**src/rtl/trng_post_pkg.sv**
```systemverilog
package trng_post_pkg;

    typedef struct packed {
        logic half;   // first bit of a pair held
        logic first;  // value of that first bit
    } vn_state_t;

    typedef struct packed {
        logic busy;
        logic done;
        logic tmo;
    } ctl_flags_t;

endpackage

```
**src/rtl/trng_vn_extract.sv**
```systemverilog
module trng_vn_extract
    import trng_post_pkg::*;
(
    input  logic clk,
    input  logic rst_n,
    input  logic restart_i,
    input  logic vn_en_i,
    input  logic bit_i,
    input  logic valid_i,
    output logic bit_o,
    output logic valid_o
);

    vn_state_t st_q, st_d;

    always_comb begin
        st_d    = st_q;
        bit_o   = bit_i;
        valid_o = 1'b0;
        if (restart_i) begin
            st_d = '0;
        end else if (valid_i) begin
            if (!vn_en_i) begin
                valid_o   = 1'b1;
                st_d.half = 1'b0;
            end else if (!st_q.half) begin
                st_d.half  = 1'b1;
                st_d.first = bit_i;
            end else begin
                st_d.half = 1'b0;
                bit_o     = st_q.first;
                valid_o   = (st_q.first != bit_i);
            end
        end
    end

    always_ff @(posedge clk or negedge rst_n) begin
        if (!rst_n) st_q <= '0;
        else        st_q <= st_d;
    end

endmodule

```
**src/rtl/trng_word_pack.sv**
```systemverilog
module trng_word_pack #(
    parameter int WORD_W = 32
) (
    input  logic              clk,
    input  logic              rst_n,
    input  logic              restart_i,
    input  logic              bit_i,
    input  logic              valid_i,
    output logic              full_o,
    output logic [WORD_W-1:0] word_o
);

    localparam int CW = $clog2(WORD_W);
    localparam logic [CW-1:0] LAST = CW'(WORD_W - 1);

    typedef struct packed {
        logic [WORD_W-1:0] shf;
        logic [CW-1:0]     cnt;
    } pack_state_t;

    pack_state_t st_q, st_d;

    always_comb begin
        st_d   = st_q;
        full_o = 1'b0;
        word_o = {st_q.shf[WORD_W-2:0], bit_i};
        if (restart_i) begin
            st_d = '0;
        end else if (valid_i) begin
            st_d.shf = word_o;
            if (st_q.cnt == LAST) begin
                full_o   = 1'b1;
                st_d.cnt = '0;
            end else begin
                st_d.cnt = st_q.cnt + 1'b1;
            end
        end
    end

    always_ff @(posedge clk or negedge rst_n) begin
        if (!rst_n) st_q <= '0;
        else        st_q <= st_d;
    end

endmodule

```
**src/rtl/trng_gen_timer.sv**
```systemverilog
module trng_gen_timer #(
    parameter int TMO_W = 16
) (
    input  logic             clk,
    input  logic             rst_n,
    input  logic             restart_i,
    input  logic             run_i,
    input  logic [TMO_W-1:0] limit_i,
    output logic             expire_o
);

    logic [TMO_W-1:0] cnt_q, cnt_d;

    always_comb begin
        cnt_d    = cnt_q;
        expire_o = run_i && (limit_i != '0) && (cnt_q == limit_i - 1'b1);
        if (restart_i)  cnt_d = '0;
        else if (run_i) cnt_d = cnt_q + 1'b1;
    end

    always_ff @(posedge clk or negedge rst_n) begin
        if (!rst_n) cnt_q <= '0;
        else        cnt_q <= cnt_d;
    end

endmodule

```
**src/rtl/trng_post.sv**
```systemverilog
module trng_post
    import trng_post_pkg::*;
#(
    parameter int WORD_W = 32,
    parameter int TMO_W  = 16
) (
    input  logic              clk,
    input  logic              rst_n,
    input  logic              start_i,
    input  logic              vn_en_i,
    input  logic [TMO_W-1:0]  limit_i,
    input  logic              irq_en_i,
    input  logic              clr_done_i,
    input  logic              clr_tmo_i,
    input  logic              raw_bit_i,
    input  logic              raw_valid_i,
    output logic [WORD_W-1:0] rnd_word_o,
    output logic              busy_o,
    output logic              done_o,
    output logic              tmo_o,
    output logic              irq_o
);

    typedef struct packed {
        ctl_flags_t        fl;
        logic [WORD_W-1:0] word;
    } top_state_t;

    top_state_t st_q, st_d;

    logic              take;
    logic              vn_bit, vn_valid;
    logic              full;
    logic [WORD_W-1:0] next_word;
    logic              run, expire;

    assign take = st_q.fl.busy & raw_valid_i & ~start_i;
    assign run  = st_q.fl.busy & vn_en_i & ~start_i & ~full;

    trng_vn_extract u_vn (
        .clk       (clk),
        .rst_n     (rst_n),
        .restart_i (start_i),
        .vn_en_i   (vn_en_i),
        .bit_i     (raw_bit_i),
        .valid_i   (take),
        .bit_o     (vn_bit),
        .valid_o   (vn_valid)
    );

    trng_word_pack #(.WORD_W(WORD_W)) u_pack (
        .clk       (clk),
        .rst_n     (rst_n),
        .restart_i (start_i),
        .bit_i     (vn_bit),
        .valid_i   (vn_valid),
        .full_o    (full),
        .word_o    (next_word)
    );

    trng_gen_timer #(.TMO_W(TMO_W)) u_tmr (
        .clk       (clk),
        .rst_n     (rst_n),
        .restart_i (start_i),
        .run_i     (run),
        .limit_i   (limit_i),
        .expire_o  (expire)
    );

    always_comb begin
        st_d = st_q;
        if (clr_done_i) st_d.fl.done = 1'b0;
        if (clr_tmo_i)  st_d.fl.tmo  = 1'b0;
        if (start_i) begin
            st_d.fl.busy = 1'b1;
        end else if (full) begin
            st_d.fl.busy = 1'b0;
            st_d.fl.done = 1'b1;
            st_d.word    = next_word;
        end else if (expire) begin
            st_d.fl.busy = 1'b0;
            st_d.fl.tmo  = 1'b1;
        end
    end

    always_ff @(posedge clk or negedge rst_n) begin
        if (!rst_n) st_q <= '0;
        else        st_q <= st_d;
    end

    assign rnd_word_o = st_q.word;
    assign busy_o     = st_q.fl.busy;
    assign done_o     = st_q.fl.done;
    assign tmo_o      = st_q.fl.tmo;
    assign irq_o      = irq_en_i & (st_q.fl.done | st_q.fl.tmo);

endmodule

```
**config.mk**
```make
export PLATFORM = sky130hd
export DESIGN_NAME = trng_post
export DESIGN_NICKNAME = d
export VERILOG_FILES = /design/src/rtl/trng_post_pkg.sv /design/src/rtl/trng_vn_extract.sv /design/src/rtl/trng_word_pack.sv /design/src/rtl/trng_gen_timer.sv /design/src/rtl/trng_post.sv
export SDC_FILE = /design/constraint.sdc
export NUM_CORES = 1
export LEC_CHECK = 0
export BUFFER_PORTS_ARGS = -buffer_cell sky130_fd_sc_hd__buf_2
export CORE_ASPECT_RATIO = 1.2
export CORE_MARGIN = 1
export CORE_UTILIZATION = 52
export DETAILED_ROUTE_END_ITERATION = 10
export HOLD_SLACK_MARGIN = 0.1
export PLACE_DENSITY_LB_ADDON = 0.05
export SYNTH_ARGS = -nofsm -noshare
export SYNTH_HDL_FRONTEND = slang
export SYNTH_SLANG_ARGS = --single-unit
```
**constraint.sdc**
```tcl
create_clock -name clk -period 2.47 [get_ports clk]
set_clock_uncertainty 0.2 [all_clocks]
set_input_delay 0.494 -clock clk [delete_from_list [all_inputs] [get_ports clk]]
set_output_delay 0.494 -clock clk [all_outputs]
set_load 0.01 [all_outputs]
```
# Yosys cells after proc, flatten, opt, wreduce, memory -nomap -nowiden
# Index checks and enable logic that the tools add are counted.
# word_totals
reg_bits	89
input_bits	25
out_inout_bits	36
elab_cells	64
# classes
n_addsub	3
eq_ne	3
mux	30
bitwise	9
n_reduce_logical	10
# ops
operator	n
$mux 36	2
$mux 34	1
$mux 16	2
$mux 32	1
$mux 1	21
$add 16x1->16 const B	1
$eq 16x16->1	1
$reduce_bool 16->1	1
$sub 16x1->16 const B	1
$reduce_bool 2->1	4
$and 1x1->1	6
$add 5x1->5 const B	1
$eq 5x5->1 const B	1
$mux 5	1
$mux 2	2
$reduce_and 2->1	2
$reduce_bool 3->1	1
$logic_and 1x1->1	2
$not 1->1	2
$ne 1x1->1	1
$or 1x1->1	1

# Depth between registers and ports, before layout
# Gate-level depths: netlist (run 1).
# logic_depth
ltp_word	14
mapped_depth	11
mapped_depth_nobuf	9

# Cells and area by module
# A second synthesis (run 1) with hierarchy kept.
# hier_totals
cells_unflattened	432
area_unflattened_um2	4875.9
# modules_own_cells
mod	n_inst	cells_per_inst	area_each_um2	seq_area_each_um2
trng_word_pack	1	159	1765.4	900.9
trng_post	1	82	1492.7	875.8
trng_gen_timer	1	177	1477.7	400.4
trng_vn_extract	1	14	140.1	50.0

# Least setup slack after synthesis (run 1)
# Ideal clock, no wire load.
# synth_timing
path_type	register to register
from	reg u_pack.st_q[0] (netlist name)
to	reg st_q, in the netlist busy_o
setup_ns	0.120
arrival_time_ns	2.383
required_time_ns	2.150
path_slack_ns	-0.232
path_stages_with_launch	11
path_buffers	1
synth_period_minus_slack_ns	2.702
cell_sequence	dfrtp_1 > ha_1 > and3_1 > ha_1 > clkbuf_1 > and2_1 > a31oi_2 > o21ai_0 > a2111oi_0 > o2111ai_1 > a31o_1
# synth_between
elab_chain_len	9
word_cells_on_any_way	11
classes_between	eq/ne (1); mux (5); bitwise (2); reduce/logical (3)
# synth_lines
element	line	rtl
start: declaration	trng_word_pack.sv:21	pack_state_t st_q, st_d;
start signal: assignment	trng_word_pack.sv:42	else st_q <= st_d;
$eq 5x5->1 *	trng_word_pack.sv:31	if (st_q.cnt == LAST) begin
$mux 1 *	trng_word_pack.sv:31	
$mux 1 *	trng_word_pack.sv:29	end else if (valid_i) begin
$mux 1 *	trng_word_pack.sv:27	if (restart_i) begin
$not 1->1	trng_post.sv:38	assign run = st_q.fl.busy & vn_en_i & ~start_i & ~full;
$and 1x1->1	trng_post.sv:38	
$logic_and 1x1->1 (2 in series)	trng_gen_timer.sv:16	expire_o = run_i && (limit_i != '0) && (cnt_q == limit_i - 1'b1);
$reduce_bool 3->1 (no line)	--	
end signal: assignment	trng_post.sv:88	else st_q <= st_d;
end: declaration	trng_post.sv:29	top_state_t st_q, st_d;
# Every way passes the cells marked *; elsewhere a longest branch is shown, timed or not.
# A chain may end at the register's enable or synchronous reset.

# Final worst setup path (run 1)
# layout_timing
from	reg u_pack.st_q[1] (netlist name)
to	reg st_q, in the netlist busy_o
# The elaborated chain is that of the path after synthesis.

==> flow_summary_export.csv, run 1 <==
group,metric,value,unit
clock_network,cts-root-buf,"clkbuf_8",
grt,met1_usage,0.2734,
clock_network,cts_tree,"done",
power_and_ir_drop,power.leakage,2.543,nW
grt,grt_pass1_wl,15.09,mm
drt,routed_wl,9.206,mm
die,pin_count,61,
grt,grt_max_degree,48,
die,fp.dieW,86.31,um
drt,dr.pass1.iters,4,
grt,grtUsageTotal,0.2208,
worst_setup_path,path_cells,"ha_2 > and3_4 > ha_4 > and2_4 > a31oi_4 > o21ai_1 > a2111oi_2 > o2111ai_2 > a31o_1",
logic_synthesis,yosysWarningCount,0,
logic_synthesis,ys_seq_area_frac,0.5021,
grt,busiest_layer,"met2",
logic_synthesis,ys_seq_elements,89,
worst_setup_path,reg2reg_from,"u_pack.st_q[1]$_DFFE_PN0P_",
grt,overflow,0,
sta,setup_slack,0.1435,ns
placement,placedCellCount,619,
logic_synthesis,synth_area_per_cell,10.13,um^2
clock_network,cts_num_sinks,89,
placement,gp_congestion,0.8421,
run,max-cap-violations,0,
layout,finalNetCount,550,
die,initial_utilization,0.5411,
worst_setup_path,cp-end-kind,"register",
sta,fin_setup_tns,0,ns
layout,syn_to_final_growth,19.80,%
worst_setup_path,slowest_delay,0.39,ns
logic_synthesis,synth_cell_types,51,
drt,vias_per_cell,5.403,
placement,portBuffers,60,
logic_synthesis,synthFlopType,"dfrtp_1",
logic_synthesis,yosysTopAreaCell,"dfrtp_1",
grt,grt_use_met2,0.3828,
die,fp.dieH,103.2,um
sta,setup_violations,0,
sta,timing.final.crit_share,0.9419,
worst_setup_path,cp.buffers_inverters,0,
logic_synthesis,yosys.area.top_type_share,0.5021,
grt,grt_pass1_vias,3217,
drt,drtIter0Drc,122,
worst_setup_path,critical_path_arrival,2.36,ns
sta,rsz0062_at_grt,"false",
min_path,hp-start,"raw_bit_i",
drt,drtAntennaViolNets,0,
worst_setup_path,cp-start-kind,"register",
placement,place_hpwl,6.523,mm
min_path,hold_class,"in -> reg",
run_status,outcome,"finished clean",
sta,hold_viol_final,0,
die,num_rows,36,
worst_setup_path,cp.required,2.51,ns
logic_synthesis,synthCells,438,
logic_synthesis,synth_area,4436,um^2
clock_network,clk_pin_slew,0.08,ns
sta,fmax,429.8,MHz
grt,antenna_found_initial,0,
power_and_ir_drop,powerDensity,483.3,nW/um^2
logic_synthesis,syn_nets,468,
worst_setup_path,rrSetupSlack,0.14,ns
sta,finalMaxSlewViolations,0,
sta,slew_headroom,0.6145,
layout,stdcell_count,638,
drt,drt-wirelength-per-cell,14.43,um
logic_synthesis,synth_edf_count,0,
placement,place_ws,-0.1811,ns
worst_setup_path,cp_slowest_cell,"dfrtp_1",
logic_synthesis,synthTopCellsByArea,"dfrtp_1 50%, mux2_1 6.6%, o21ai_0 5.9%, nand2b_1 5.1%, nand2_1 5.0%",
clock_network,clk_latency,0.35,ns
drt,num_vias,3447,
min_path,hold_end,"u_vn.st_q[0]$_DFFE_PN0P_",
layout,num_antenna_cells,0,
drt,drc,0,
layout,layout_commonest_cell,"dfrtp_1",
worst_setup_path,path_max_fanout,3,
clock_network,clockBufferDepth,2,
clock_network,numCtsBuffers,9,
worst_setup_path,worst-setup-path-type,"reg -> reg",
layout,final_cell_mix,"89 x dfrtp_1, 59 x nand2_1, 59 x buf_2, 51 x o21ai_0, 35 x nand2b_1",
sta,min_period,2.326,ns
worst_setup_path,rr_endpoint,"busy_o$_DFFE_PN0P_",
worst_setup_path,rr_worst_depth,9,
worst_setup_path,crit_family,"compound AO/OA/AOI/OAI gates",
layout,layout-drive-gt1-share,0.2443,
sta,tightest_slew,0.5783,ns
die,die_area,8905,um^2
power_and_ir_drop,vdd_ir_drop_max,0.3718,mV
grt,met3_usage,0.04841,
logic_synthesis,ys_async_sr_fraction,1.000,
min_path,whs_path_depth,3,
clock_network,htree_levels,3,
die,core,8198,um^2
power_and_ir_drop,total_power,2.568,mW
## registers in the layout (all words and copies together) (netlist names)
register       cells
tmo_o              1
busy_o             1
u_vn.st_q          2
rnd_word_o        32
u_pack.st_q        5
done_o             1
u_tmr.cnt_q       16
u_pack.word_o     31
## cells by family after synthesis
logic type                 count (synthesis)  synth area share
and+or+nand+nor                          163            0.1963
AOI/OAI and AO/OA                         91            0.1267
adders and majority gates                  5           0.01410
DFF                                       89            0.5021
buffers and inverters                     34           0.03103
xor gates and xnor gates                  19           0.03752
muxes                                     37           0.09224
## where the power goes
part | internal, mW | total, mW | switching [mW]
Clock | 0.385 | 0.863 | 0.477
Combinational | 0.0968 | 0.229 | 0.133
Sequential | 1.46 | 1.48 | 0.0116
## what timing repair did
item	in CTS	in global routing
hold endpoints to repair	42	0
pin swaps	1	2
setup buffers	1	0
endpoints found under the setup margin	1	6
resized for setup	2	4
hold buffers	3	0
## layout make-up
cell class | instances | area (um^2)
clock buffers | 12 | 145.1
clock inverters | 3 | 17.52
fillers | 721 | 2884
inverters | 10 | 37.54
multi-input cells | 315 | 2146
flip-flops and latches | 89 | 2227
well taps | 114 | 142.6
repair buffers | 95 | 598.1
## worst max-delay path by stage
stage / startpoint / end / slack [ns] / depth (start not counted)
finish: u_pack.st_q[1]$_DFFE_PN0P_ / busy_o$_DFFE_PN0P_ / 0.14 / 9
global route: u_pack.st_q[1]$_DFFE_PN0P_ / u_tmr.cnt_q[7]$_DFFE_PN0P_ / 0.05 / 10
CTS: u_pack.st_q[1]$_DFFE_PN0P_ / busy_o$_DFFE_PN0P_ / 0.01 / 9
detailed placement: limit_i[0] / busy_o$_DFFE_PN0P_ / -0.18 / 9
global placement: limit_i[0] / busy_o$_DFFE_PN0P_ / -0.11 / 9
floorplan: u_pack.st_q[0]$_DFFE_PN0P_ / busy_o$_DFFE_PN0P_ / -0.03 / 10
## tightest hold or removal path: stages
cell	delay, ns
buf_2	0.11
mux2i_1	0.06
nor2_1	0.10
## synth_stat cells, types with 6 or more instances
library cell	n
and3_1	6
clkbuf_1	15
dfrtp_1	89
inv_1	10
mux2_1	26
mux2i_1	6
nand2_1	59
nand2b_1	36
nand3_1	7
nand4_1	9
nor2_1	12
nor3_1	7
o21ai_0	52
xnor2_1	9
xor2_1	10
## through the flow
stage               utilization  hold WS (ns)  cell area, um^2
global placement         0.6212        0.2479             5092
floorplan                     -     -0.001591             4498
finish                   0.6482        0.2623             5314
CTS                      0.6464        0.2469             5299
global route             0.6482        0.2679             5314
detailed placement       0.6212        0.2567             5092
## metal layers
metal	part of all wire	vias up
li1	-	1691
met1	0.44	1695
met2	0.52	53
met3	0.028	8
met4	0.011	0
met5	0	-
Power figures use the tool's default switching activity.
==> run 2, diff against run 1 <==
Settings changed: ABC_AREA set to 1, CORE_UTILIZATION 52 to 55, SYNTH_HIERARCHICAL set to 1.
Clock period 2.47 ns to 2.5 ns, I/O delays scaled along.
==> run 2 against run 1 <==
Effect of this change: die area up 4.6%; area after synthesis up 11%; routed wire length up 12%; core utilization down 0.90 points; highest routed layer unchanged; critical path depth up 8.
==> flow_summary_export.csv, run 2 <==
group,metric,value,unit
power_and_ir_drop,vdd_ir_drop_max,0.4280,mV
clock_network,clockBufferDepth,2,
die,initial_utilization,0.5702,
die,die_area,9310,um^2
logic_synthesis,yosys.area.top_type_share,0.4536,
placement,place_hpwl,7.586,mm
layout,num-fill-cells,819,
sta,fmax,409.2,MHz
worst_setup_path,critPathMostFrequentCell,"nor2_4",
min_path,hold_class,"in -> reg",
grt,grt_max_degree,39,
layout,largest_register_ffs,32,
sta,rsz0062_at_grt,"true",
worst_setup_path,rr_worst_depth,17,
drt,drc,0,
clock_network,htree_levels,3,
logic_synthesis,synth_cell_types,33,
logic_synthesis,post_synth_most_frequent_cells,"205 x nand2_1, 89 x dfrtp_1, 72 x nand3_1",
sta,hold_viol_final,0,
clock_network,clk_latency,0.36,ns
layout,syn_to_final_growth,12.11,%
worst_setup_path,cp-end-kind,"register",
grt,overflow,0,
worst_setup_path,path_depth,17,
clock_network,clk_pin_slew,0.09,ns
grt,grt_pass1_vias,3889,
drt,vias_per_cell,5.080,
sta,tightest_slew,0.6802,ns
logic_synthesis,yosysTopAreaCell,"dfrtp_1",
sta,min_period,2.444,ns
die,core,8611,um^2
layout,multi_input_comb_area,2143,um^2
clock_network,cts-root-buf,"clkbuf_8",
clock_network,cts_num_sinks,89,
drt,num_vias,4013,
placement,portBuffers,60,
placement,place_ws,-0.08643,ns
worst_setup_path,cp.required,2.56,ns
worst_setup_path,path_cells,"ha_2 > nand2_2 > nor2_2 > ha_2 > inv_2 > nor2_4 > nor3_4 > buf_6 > nor2_4 > nor2_4 > nand2_4 > nor2_4 > nand2_4 > nor2_4 > nand2_1 > o21ai_1 > nor2_1",
worst_setup_path,slowest_delay,0.39,ns
run,max-cap-violations,0,
layout,layout_commonest_cell,"nand2_1",
worst_setup_path,cp.buffers_inverters,2,
placement,gp_congestion,0.8697,
worst_setup_path,cp_slowest_cell,"dfrtp_1",
worst_setup_path,critical_path_arrival,2.50,ns
logic_synthesis,synth_area,4910,um^2
run_status,outcome,"finished clean",
drt,drt-wirelength-per-cell,13.07,um
drt,drtIter0Drc,203,
grt,grtUsageTotal,0.2428,
sta,slew_headroom,0.5417,
clock_network,cts_tree,"done",
layout,layout-drive-gt1-share,0.2273,
power_and_ir_drop,power.leakage,2.956,nW
logic_synthesis,synth_edf_count,0,
drt,routed_wl,10.33,mm
layout,seqCellArea,2228,um^2
logic_synthesis,synth_area_per_cell,7.932,um^2
logic_synthesis,synthCells,619,
die,fp.dieH,105.5,um
grt,antenna_found_initial,0,
logic_synthesis,synthFlopType,"dfrtp_1",
sta,timing.final.crit_share,0.9776,
die,fp.dieW,88.25,um
worst_setup_path,worst-setup-path-type,"reg -> reg",
logic_synthesis,ys_seq_area_frac,0.4536,
min_path,whs_path_depth,2,
logic_synthesis,synthTopCellsByArea,"dfrtp_1 45%, nand2_1 16%, nand3_1 7.3%, buf_4 5.5%, inv_1 4.7%",
worst_setup_path,cp-start-kind,"register",
logic_synthesis,syn_nets,649,
sta,finalMaxSlewViolations,0,
logic_synthesis,yosysWarningCount,6,
die,num_rows,37,
sta,setup_slack,0.05595,ns
logic_synthesis,ys_seq_elements,89,
layout,final_cell_mix,"201 x nand2_1, 88 x dfrtp_1, 70 x nand3_1, 59 x inv_1, 59 x buf_2",
sta,setup_violations,0,
layout,utilization,0.6392,
die,pin_count,61,
sta,fin_setup_tns,0,ns
power_and_ir_drop,powerDensity,488.7,nW/um^2
grt,grt_pass1_wl,17.46,mm
drt,dr.pass1.iters,6,
clock_network,numCtsBuffers,9,
drt,drtAntennaViolNets,0,
logic_synthesis,synth_most_common_cell,"nand2_1",
worst_setup_path,path_max_fanout,3,
layout,num_antenna_cells,0,
layout,finalNetCount,698,
logic_synthesis,ys_async_sr_fraction,1.000,
worst_setup_path,crit_family,"simple AND/OR/NAND/NOR gates",
## run 2: layout make-up
cell class              instances  area share
flip-flops and latches         89      0.4049
inverters                      65     0.04660
clock inverters                 4    0.009548
well taps                     117     0.02660
repair buffers                 88     0.09661
clock buffers                  12     0.02637
multi-input cells             415      0.3894
## run 2: cells by family after synthesis
group           synth area share
fa+ha+maj                0.01274
buf+inv                   0.1333
simple gates              0.3086
flops                     0.4536
compound gates           0.07034
xor+xnor                 0.02141
## run 2: metal layers
metal  vias to the layer above  share of wire  GRT usage
met2                        60           0.51     0.4110
li1                       2017              -          -
met1                      1924           0.44     0.3163
met5                         -              0          0
met4                         0          0.017    0.08410
met3                        12          0.029    0.03289
## run 2: path summary, 6_finish.rpt
| check | startpoint | end | slack (ns) |
|---|---|---|---|
| max | u_pack/st_q[1]$_DFFE_PN0P_ | u_tmr/cnt_q[12]$_DFFE_PN0P_ | 0.06 |
| min in group asynchronous | rst_n | u_tmr/cnt_q[12]$_DFFE_PN0P_ | 0.37 |
| max reg2reg | u_pack/st_q[1]$_DFFE_PN0P_ | u_tmr/cnt_q[12]$_DFFE_PN0P_ | 0.06 |
| max in group asynchronous | rst_n | rnd_word_o[13]$_DFFE_PN0P_ | 1.16 |
| min reg2reg | rnd_word_o[14]$_DFFE_PN0P_ | rnd_word_o[14]$_DFFE_PN0P_ | 0.27 |
| min | clr_done_i | done_o$_DFF_PN0_ | 0.12 |
## run 2: metrics by stage
step | area, um^2 | power, mW | hold WS (ns) | instances
final | 5504 | 2.690 | 0.1193 | 790
after global routing | 5504 | 2.809 | 0.1017 | 790
after CTS | 5425 | 2.720 | 0.1063 | 786
after detailed placement | 5202 | 1.729 | 0.2286 | 767
after global placement | 5202 | 1.723 | 0.2241 | 767
after floorplan | 4989 | 1.617 | 0.004409 | 619
## run 2: timing repair
item                                    4_1_cts  5_1_grt
resized for setup                             0       14
endpoints found under the hold margin        20        0
endpoints found under the setup margin        2       42
hold buffers                                  1        0
pin swaps                                     1       16
setup buffers                                 2        4
## run 2: where the power goes
part | switching (mW) | leakage (nW) | internal (mW)
Sequential | 0.00787 | 1.24 | 1.45
Clock | 0.494 | 0.101 | 0.492
Combinational | 0.159 | 1.62 | 0.0892
==> run 3, diff against run 2 <==
--- a/constraint.sdc
+++ b/constraint.sdc
@@ -4,2 +4,2 @@
 set_output_delay 0.5 -clock clk [all_outputs]
-set_load 0.01 [all_outputs]
+set_load 0.05 [all_outputs]
==> run 3 against run 2 <==
Effect of this change: clock-buffer cell count decreased by 1; hold slack improved by 0.044 ns; first-iteration DRC count decreased by 26%; cell count decreased by 1.4%.
==> flow_summary_export.csv, run 3 (same netlist as run 2, synthesis figures left out) <==
group,metric,value,unit
drt,drt-wirelength-per-cell,13.40,um
die,fp.dieW,88.25,um
drt,drtIter0Drc,151,
layout,layout_commonest_cell,"nand2_1",
worst_setup_path,reg2reg_from,"u_pack/st_q[1]$_DFFE_PN0P_",
layout,syn_to_final_growth,10.81,%
clock_network,numCtsBuffers,9,
layout,seqCellArea,2228,um^2
sta,whs,0.1630,ns
sta,rsz0062_at_grt,"true",
die,core,8611,um^2
worst_setup_path,crit_start,"u_pack/st_q[1]$_DFFE_PN0P_",
clock_network,cts_num_sinks,89,
sta,hold_viol_final,0,
layout,finalNetCount,689,
sta,tightest_slew,0.6360,ns
worst_setup_path,cp-start-kind,"register",
worst_setup_path,cp.required,2.53,ns
sta,finalMaxSlewViolations,0,
layout,num-fill-cells,798,
layout,largest_register_ffs,32,
die,num_rows,37,
placement,portBuffers,60,
worst_setup_path,path_max_fanout,2,
grt,grt_max_degree,40,
worst_setup_path,critPathMostFrequentCell,"nor2_2",
grt,grt_pass1_wl,16.93,mm
power_and_ir_drop,power.leakage,2.880,nW
clock_network,htree_levels,3,
layout,multi_input_comb_area,2112,um^2
worst_setup_path,path_cells,"ha_2 > nand2_2 > nor2_1 > ha_2 > inv_2 > nor2_2 > nor3_4 > nand3_2 > nor2_2 > nand3_2 > nor2_2 > nand2_1 > nor2_1 > nand3_1 > nor2_4 > inv_2 > nand3_1 > nand2_1",
sta,min_period,2.469,ns
clock_network,clk_latency,0.35,ns
power_and_ir_drop,vdd_ir_drop_max,0.4357,mV
grt,grtUsageTotal,0.2386,
power_and_ir_drop,powerDensity,522.6,nW/um^2
grt,grt_pass1_vias,3753,
grt,antenna_found_initial,0,
die,initial_utilization,0.5702,
die,pin_count,61,
sta,fmax,405.0,MHz
run,max-cap-violations,0,
drt,vias_per_cell,5.050,
sta,slew_headroom,0.5715,
drt,num_vias,3934,
worst_setup_path,cp-end-kind,"register",
min_path,hold_class,"in -> reg",
grt,overflow,0,
placement,place_ws,-0.2637,ns
drt,drtAntennaViolNets,0,
die,fp.dieH,105.5,um
clock_network,clk_pin_slew,0.08,ns
worst_setup_path,cp_slowest_cell,"dfrtp_1",
die,die_area,9310,um^2
drt,dr.pass1.iters,4,
sta,setup_slack,0.03077,ns
worst_setup_path,critical_path_arrival,2.50,ns
sta,fin_setup_tns,0,ns
layout,final_cell_mix,"204 x nand2_1, 88 x dfrtp_1, 69 x nand3_1, 59 x inv_1, 59 x buf_2",
worst_setup_path,slowest_delay,0.39,ns
drt,drc,0,
sta,setup_violations,0,
sta,timing.final.crit_share,0.9877,
layout,num_antenna_cells,0,
clock_network,clockBufferDepth,2,
layout,layout-drive-gt1-share,0.2145,
placement,place_hpwl,7.591,mm
placement,gp_congestion,0.8997,
run_status,outcome,"finished clean",
drt,routed_wl,10.44,mm
clock_network,cts_tree,"done",
clock_network,cts-root-buf,"clkbuf_8",
worst_setup_path,worst-setup-path-type,"reg -> reg",
min_path,hp-start,"clr_done_i",
-- run 3: cell count changes in the layout (fill, tap and decap cells not counted), moves of 2 or more --
| cell | change |
|---|---|
| bufinv_16 | +2 |
| o21ai_1 | +2 |
| nor2_2 | +3 |
| nor2_4 | -2 |
| buf_4 | -9 |
| o21ai_0 | -2 |
| nand2_1 | +3 |
| nand2_4 | -3 |
| clkinv_4 | -2 |
-- run 3: metrics by stage --
stage	instances	utilization	instance area [um^2]	power (mW)
CTS	777	0.6257	5388	2.868
floorplan	619	-	4952	1.614
finish	779	0.6318	5440	2.843
detailed placement	761	0.5962	5134	1.716
global route	779	0.6318	5440	2.952
global placement	761	0.5962	5134	1.711
-- run 3: layout make-up --
| class | count | share of cell area |
|---|---|---|
| sequential | 89 | 0.4096 |
| tap | 117 | 0.02691 |
| timing repair buffer | 79 | 0.08694 |
| inverter | 65 | 0.04577 |
| clock buffer | 11 | 0.02599 |
| clock inverter | 3 | 0.01656 |
| multi-input combinational | 415 | 0.3882 |
-- run 3: worst paths after layout --
kind	to	slack [ns]	depth (start not counted)
max in group asynchronous	u_pack/word_o[11]$_DFFE_PN0P_	1.03	3
min in group asynchronous	u_tmr/cnt_q[12]$_DFFE_PN0P_	0.44	2
min	done_o$_DFF_PN0_	0.16	2
max reg2reg	busy_o$_DFFE_PN0P_	0.03	18
min reg2reg	rnd_word_o[18]$_DFFE_PN0P_	0.27	2
max	busy_o$_DFFE_PN0P_	0.03	18
-- run 3: report_power, final --
group / internal (mW) / switching (mW)
Sequential: 1.45 / 0.00749
Clock: 0.681 / 0.469
Combinational: 0.0813 / 0.156
Total: 2.21 / 0.633
-- run 3: per-layer routing --
layer  GRT usage  vias up  share of wire
met5           0        -              0
met4     0.09332        0          0.016
met3     0.03446       12          0.022
met2      0.4154       47           0.51
met1      0.2935     1878           0.45
li1            -     1997              -
-- run 3: timing repair --
item,4_1_cts,5_1_grt
endpoints found under the hold margin,32,0
resized for setup,3,10
hold buffers,1,0
cloned,0,0
pin swaps,4,8
endpoints found under the setup margin,5,39
buffers inserted,1,2
-- run 3: worst max-delay path, delay by kind of cell (launching register included) --
family / cells / cell delay (ns)
DFF: 1 / 0.39
and+or+nand+nor: 14 / 1.28
adders and majority gates: 2 / 0.37
buffers and inverters: 2 / 0.11
